===== src/rtl/dbuf_pkg.sv =====
package dbuf_pkg;
  localparam int unsigned NUM_BUF = 2;

  function automatic logic [16:0] round_len4(input logic [15:0] len);
    logic [16:0] sum;
    sum = {1'b0, len} + 17'd3;
    return {sum[16:2], 2'b00};
  endfunction
endpackage


===== src/rtl/dbuf_ptrs.sv =====
module dbuf_ptrs #(
  parameter int unsigned CNT_W = 4
) (
  input  logic             clk_i,
  input  logic             rst_ni,
  input  logic             doorbell_i,
  input  logic             done_i,
  output logic [CNT_W-1:0] in_cnt_o,
  output logic [CNT_W-1:0] out_cnt_o,
  output logic             full_o,
  output logic             empty_o,
  output logic             overflow_o
);
  import dbuf_pkg::*;

  logic [CNT_W-1:0] in_q, out_q, occ;
  logic             ovf_q;

  assign occ     = in_q - out_q;  // modular, correct across wrap
  assign full_o  = (occ >= CNT_W'(NUM_BUF));
  assign empty_o = (occ == '0);

  always_ff @(posedge clk_i or negedge rst_ni) begin
    if (!rst_ni) begin
      in_q  <= '0;
      out_q <= '0;
      ovf_q <= 1'b0;
    end else begin
      ovf_q <= doorbell_i && full_o;
      if (doorbell_i && !full_o) in_q <= in_q + 1'b1;
      if (done_i && !empty_o)    out_q <= out_q + 1'b1;
    end
  end

  assign in_cnt_o   = in_q;
  assign out_cnt_o  = out_q;
  assign overflow_o = ovf_q;

  assert_occ_bound_R9: assert property (@(posedge clk_i) disable iff (!rst_ni)
    occ <= CNT_W'(NUM_BUF));
  assert_in_step_R2: assert property (@(posedge clk_i) disable iff (!rst_ni)
    (in_q != $past(in_q)) |-> (in_q == $past(in_q) + 1'b1));
  assert_no_overflow_R3: assert property (@(posedge clk_i) disable iff (!rst_ni)
    overflow_o |-> (in_q == $past(in_q)));
  assert_done_step_R6: assert property (@(posedge clk_i) disable iff (!rst_ni)
    (done_i && occ != '0) |=> (out_q == $past(out_q) + 1'b1));
  assert_done_empty_R6: assert property (@(posedge clk_i) disable iff (!rst_ni)
    (done_i && occ == '0) |=> (out_q == $past(out_q)));
endmodule


===== src/rtl/dbuf_store.sv =====
module dbuf_store #(
  parameter int unsigned DATA_W = 32,
  parameter int unsigned DEPTH  = 16,
  parameter int unsigned LEN_W  = 16,
  localparam int unsigned AW    = $clog2(DEPTH)
) (
  input  logic              clk_i,
  input  logic              rst_ni,
  input  logic              wr_en_i,
  input  logic              wr_ok_i,
  input  logic              wr_buf_i,
  input  logic [AW-1:0]     wr_addr_i,
  input  logic [DATA_W-1:0] wr_data_i,
  input  logic              rd_buf_i,
  input  logic [AW-1:0]     rd_addr_i,
  output logic [DATA_W-1:0] rd_data_o,
  output logic [LEN_W-1:0]  len_o
);
  import dbuf_pkg::*;

  logic [NUM_BUF-1:0][LEN_W-1:0]  len_q;
  logic [NUM_BUF-1:0][DATA_W-1:0] rd_word;
  logic                           wr_go;

  assign wr_go = wr_en_i && wr_ok_i;

  for (genvar b = 0; b < NUM_BUF; b++) begin : g_buf
    logic [DATA_W-1:0] mem_q [DEPTH];
    always_ff @(posedge clk_i) begin
      if (wr_go && (wr_buf_i == b[0])) mem_q[wr_addr_i] <= wr_data_i;
    end
    assign rd_word[b] = mem_q[rd_addr_i];
  end

  always_ff @(posedge clk_i or negedge rst_ni) begin
    if (!rst_ni) begin
      len_q <= '0;
    end else if (wr_go && (wr_addr_i == '0)) begin
      for (int b = 0; b < NUM_BUF; b++)
        if (wr_buf_i == b[0]) len_q[b] <= wr_data_i[LEN_W-1:0];
    end
  end

  assign rd_data_o = rd_word[rd_buf_i];
  assign len_o     = len_q[rd_buf_i];

  assert_blocked_write_R4: assert property (@(posedge clk_i) disable iff (!rst_ni)
    (wr_en_i && !wr_ok_i) |=> (len_q == $past(len_q)));
endmodule


===== src/rtl/dbuf_tx_ingress.sv =====
module dbuf_tx_ingress #(
  parameter int unsigned DATA_W = 32,
  parameter int unsigned DEPTH  = 16,
  parameter int unsigned CNT_W  = 4,
  localparam int unsigned AW    = $clog2(DEPTH),
  localparam int unsigned LEN_W = 16
) (
  input  logic              clk_i,
  input  logic              rst_ni,
  input  logic              wr_en_i,
  input  logic [AW-1:0]     wr_addr_i,
  input  logic [DATA_W-1:0] wr_data_i,
  input  logic              doorbell_i,
  output logic [2*CNT_W-1:0] status_o,
  output logic              fill_buf_o,
  output logic              overflow_o,
  output logic              ready_o,
  output logic              drain_buf_o,
  output logic [LEN_W:0]    len_o,
  input  logic [AW-1:0]     rd_addr_i,
  output logic [DATA_W-1:0] rd_data_o,
  input  logic              done_i
);
  import dbuf_pkg::*;

  logic [CNT_W-1:0] in_cnt, out_cnt;
  logic             full, empty;
  logic [LEN_W-1:0] raw_len;

  dbuf_ptrs #(.CNT_W(CNT_W)) i_ptrs (
    .clk_i      (clk_i),
    .rst_ni     (rst_ni),
    .doorbell_i (doorbell_i),
    .done_i     (done_i),
    .in_cnt_o   (in_cnt),
    .out_cnt_o  (out_cnt),
    .full_o     (full),
    .empty_o    (empty),
    .overflow_o (overflow_o)
  );

  dbuf_store #(.DATA_W(DATA_W), .DEPTH(DEPTH), .LEN_W(LEN_W)) i_store (
    .clk_i     (clk_i),
    .rst_ni    (rst_ni),
    .wr_en_i   (wr_en_i),
    .wr_ok_i   (!full),
    .wr_buf_i  (in_cnt[0]),
    .wr_addr_i (wr_addr_i),
    .wr_data_i (wr_data_i),
    .rd_buf_i  (out_cnt[0]),
    .rd_addr_i (rd_addr_i),
    .rd_data_o (rd_data_o),
    .len_o     (raw_len)
  );

  assign status_o    = {in_cnt, out_cnt};
  assign fill_buf_o  = in_cnt[0];
  assign drain_buf_o = out_cnt[0];
  assign ready_o     = !empty;
  assign len_o       = round_len4(raw_len);

  assert_order_R5: assert property (@(posedge clk_i) disable iff (!rst_ni)
    ready_o |-> (fill_buf_o == drain_buf_o) == full);
endmodule


===== config.mk =====
export PLATFORM = sky130hd
export DESIGN_NAME = dbuf_tx_ingress
export DESIGN_NICKNAME = d
export VERILOG_FILES = /design/src/rtl/dbuf_pkg.sv /design/src/rtl/dbuf_ptrs.sv /design/src/rtl/dbuf_store.sv /design/src/rtl/dbuf_tx_ingress.sv
export SDC_FILE = /design/constraint.sdc
export NUM_CORES = 1
export LEC_CHECK = 0
export BUFFER_PORTS_ARGS = -buffer_cell sky130_fd_sc_hd__buf_2
export CAP_MARGIN = 20
export CELL_PAD_IN_SITES_DETAIL_PLACEMENT = 0
export CELL_PAD_IN_SITES_GLOBAL_PLACEMENT = 1
export CORE_UTILIZATION = 42
export DETAILED_ROUTE_END_ITERATION = 12
export GPL_TIMING_DRIVEN = 0
export PLACE_DENSITY_LB_ADDON = 0.1
export SETUP_SLACK_MARGIN = 0.4
export SYNTH_ARGS = -nofsm -noshare
export SYNTH_HDL_FRONTEND = slang
export SYNTH_HIERARCHICAL = 1
export SYNTH_SLANG_ARGS = --single-unit

===== constraint.sdc =====
create_clock -name clk_i -period 4.7 [get_ports clk_i]
set_input_delay 0.94 -clock clk_i [delete_from_list [all_inputs] [get_ports clk_i]]
set_output_delay 0.94 -clock clk_i [all_outputs]
set_load 0.1 [all_outputs]

==> flow_summary.toml <==
[synth]
synth-seq-area-share_pct = 75.3
synth_seq_cells = 1065
synth_top_area_cell = "edfxtp_1"
synth_warnings = 6
postSynthAreaPerCell_um2 = 17.1
synth_edf_count = 1024
synthArstFlopShare_pct = 3.85
ys_top_cells_by_area = "edfxtp_1 (73%), mux2i_1 (12%), dfrtp_1 (2.4%), a22oi_1 (1.7%), nand2_1 (1.4%)"
synth_top_area_share_pct = 72.8
synth_cell_type_count = 50
synthFlopType = "edfxtp_1"
synthMostInstantiatedCell = "edfxtp_1"
synthesis.instances = 2466
synth_area_um2 = 42200
ys_top_cells_by_count = "edfxtp_1 (1024), mux2i_1 (512), nand2_1 (160)"

[setup_path]
cp_max_fo = 10
path_cells = "buf_2, nor2b_1, buf_2, clkbuf_1, a22oi_1, a31oi_1, nand3_1, buf_2"
slowest_delay_ps = 640
reg2reg_from = "i_ptrs/in_cnt_o[0]"
critPathBufInv = 4
rrSetupSlack_ps = 630
required_ps = 3760
worst-setup-path-type = "primary input to output port"
critPathLaunch = "rd_addr_i[2]"
cpMostUsedCell = "buf_2"
slowest_stage = "clkbuf_1"
cp-end-kind = "output port"
critPathArrivalTime_ps = 3300
startpoint_type = "primary input"
path_delay_family = "buffers and inverters"

[die]
core.rowCount = 115
coreArea_um2 = 99000
die_x_um = 319
initial_core_util_pct = 42.6
io_pins = 106
die_h_um = 319
die_area_um2 = 102000

[pwr]
power_density_nw_per_um2 = 477
swShare_pct = 29.2
p_leak_nw = 17.7
power.internal_w = 0.0167
comb_power_share_pct = 18.0
seqPwrFrac_pct = 45.4
ir_worst_vdd_mv = 0.548
switching_power_w = 0.00690
clkPwrFrac_pct = 36.6

[clocking]
clock_path_buffers = 3
clkLatencyLatePin_ps = 690
root_buffer = "clkbuf_16"
cts_tree = "done"
cts.clk_slew.worst_paths_ps = 60
cts_buffers = 112
cts_max_level = 3
cts_hold_buffers = 0
cts_sinks = 1065

[timing]
tightest_slew_ps = 1160
rsz0062_at_grt = "yes"
finalHoldViolations = 0
finalWorstSetupSlack_ps = 462
maxSlewViolCount = 0
fin_crit_sh_pct = 90.2
post-route-min-period_ps = 4240
timing.max_slew.rel_slack_pct = 23.0
finalSetupTns_ps = 0
finClkSkew_ps = 17.9
max_freq_mhz = 236
finalSetupViolCount = 0

[placement]
dp_cells = 3889
buffer_ports.inserted = 102
hpwl_um = 74300
gp_congestion = 0.787
dp_slack_ps = -3.80

[route]
vias_per_cell = 5.55
wl_um = 111000
vias = 22752
drc = 0
drt-initial-drc-count = 1795
first_pass_iters = 5
wl_per_cell_um = 27.1
antenna_left = 0

[global_route]
grt_pass1_vias = 23071
grtUsageMet3_pct = 3.61
grt_pass1_wl_um = 159000
globalRouteMet1Util_pct = 29.9
busiest_layer = "met2"
grt_max_degree = 42
grt_usage_pct = 21.7
grt_util_met2_pct = 35.1
grt_overflow = 0
antenna_found_initial = 3

[layout]
instances_no_fill = 4102
fillers = 8241
insertedDiodeCount = 0
fin_nets = 2776
final_layout_size_suffix_gt1_share_pct = 19.8
syn2layout_area_growth_pct = 17.3

[hold_path]
hp-class = "primary input to asynchronous set/reset pin"

[run_status]
status = "finished, final reports clean"

[run]
cap_violations = 0
==> kinds of logic after synthesis <==
logic type,synth area share [%]
AO/OA/AOI/OAI,5.06
XOR/XNOR,0.394
AND/OR/NAND/NOR,3.95
flip-flops,75.3
multiplexers,13.0
adder cells (fa/ha/maj),0.196
buffers and inverters,2.10
other,0.00888
==> per-stage QoR <==
stage | power, W | utilization (%) | cell area (um2) | hold WS, ps
after floorplan | 0.0138 | - | 42400 | 440
after global placement | 0.0150 | 44.9 | 44500 | 454
after detailed placement | 0.0150 | 45.9 | 45400 | 461
after CTS | 0.0238 | 49.9 | 49300 | 414
after global routing | 0.0244 | 50.0 | 49500 | 456
final | 0.0236 | 50.0 | 49500 | 417
==> per-layer routing <==
| layer | wire (um) | share of wire (%) |
|---|---|---|
| met4 | 3550 | 3.2 |
| met3 | 6460 | 5.8 |
| met1 | 48500 | 44 |
| met2 | 52600 | 47 |
| met5 | 8 | 0.0072 |
==> power by group through the flow <==
stage	Combinational, W	Clock (W)	Sequential [W]
4_1_cts	0.00423	0.00881	0.0107
5_1_grt	0.00444	0.00917	0.0107
6_report	0.00424	0.00865	0.0107
3_3_place_gp	0.00403	0	0.0109
3_5_place_dp	0.00411	0	0.0109
2_1_floorplan	0.00265	0	0.0112
==> area by class of cell <==
type / count / area, um2 / area share, %
clock inverters: 65 / 566 / 1.14
well taps: 1287 / 1610 / 3.25
inverters: 11 / 41.3 / 0.0834
repair buffers: 144 / 1420 / 2.87
plain buffers: 141 / 880 / 1.78
multi-input cells: 1250 / 10200 / 20.6
flip-flops and latches: 1065 / 31800 / 64.2
clock buffers: 139 / 3040 / 6.14
==> worst paths after layout <==
kind,endpoint,cells after the start
worst max-delay path,rd_data_o[26],8
worst min-delay path,i_store/len_q[24],1
worst max register to register,i_store/g_buf[1].mem_q[0][21],13
worst min register to register,i_store/len_q[25],2
max in group asynchronous,i_ptrs/out_cnt_o[0],1
min in group clk_i,i_store/len_q[25],2
==> registers in the layout, summed over array words and instances, names as in the netlist <==
register and flops:
i_store/len_q 32, i_ptrs/out_cnt_o 4, i_ptrs/overflow_o 1, i_ptrs/in_cnt_o 4, i_store/g_buf.mem_q 1024
==> cell usage in the layout (no fill, tap or decap), types with 5 or more instances in the layout <==
cell type / count
a31oi_2: 20
buf_2: 114
buf_12: 29
clkbuf_1: 49
ha_1: 5
nor3_2: 23
clkbuf_16: 117
buf_6: 18
nor3_1: 12
a22o_1: 64
nor2_1: 5
buf_4: 59
mux2_2: 33
edfxtp_1: 1024
nand3_1: 104
o2111ai_1: 6
a31oi_1: 12
clkinv_1: 22
clkbuf_4: 11
clkinv_2: 27
buf_16: 8
bufinv_16: 10
clkbuf_2: 14
xor2_2: 6
dfrtp_1: 40
nand2_1: 160
a21oi_1: 99
mux2i_1: 512
xnor2_2: 6
nor4_2: 5
inv_1: 9
nor2_4: 30
a22oi_1: 96
==> what timing repair did <==
item                       in CTS  in global routing
setup endpoints to repair      69                230
pin swaps                       0                  5
gates resized for setup        82                 18
cloned                          0                  0
buffers inserted                0                  9
No activity file was read; power rests on OpenSTA's default activity.
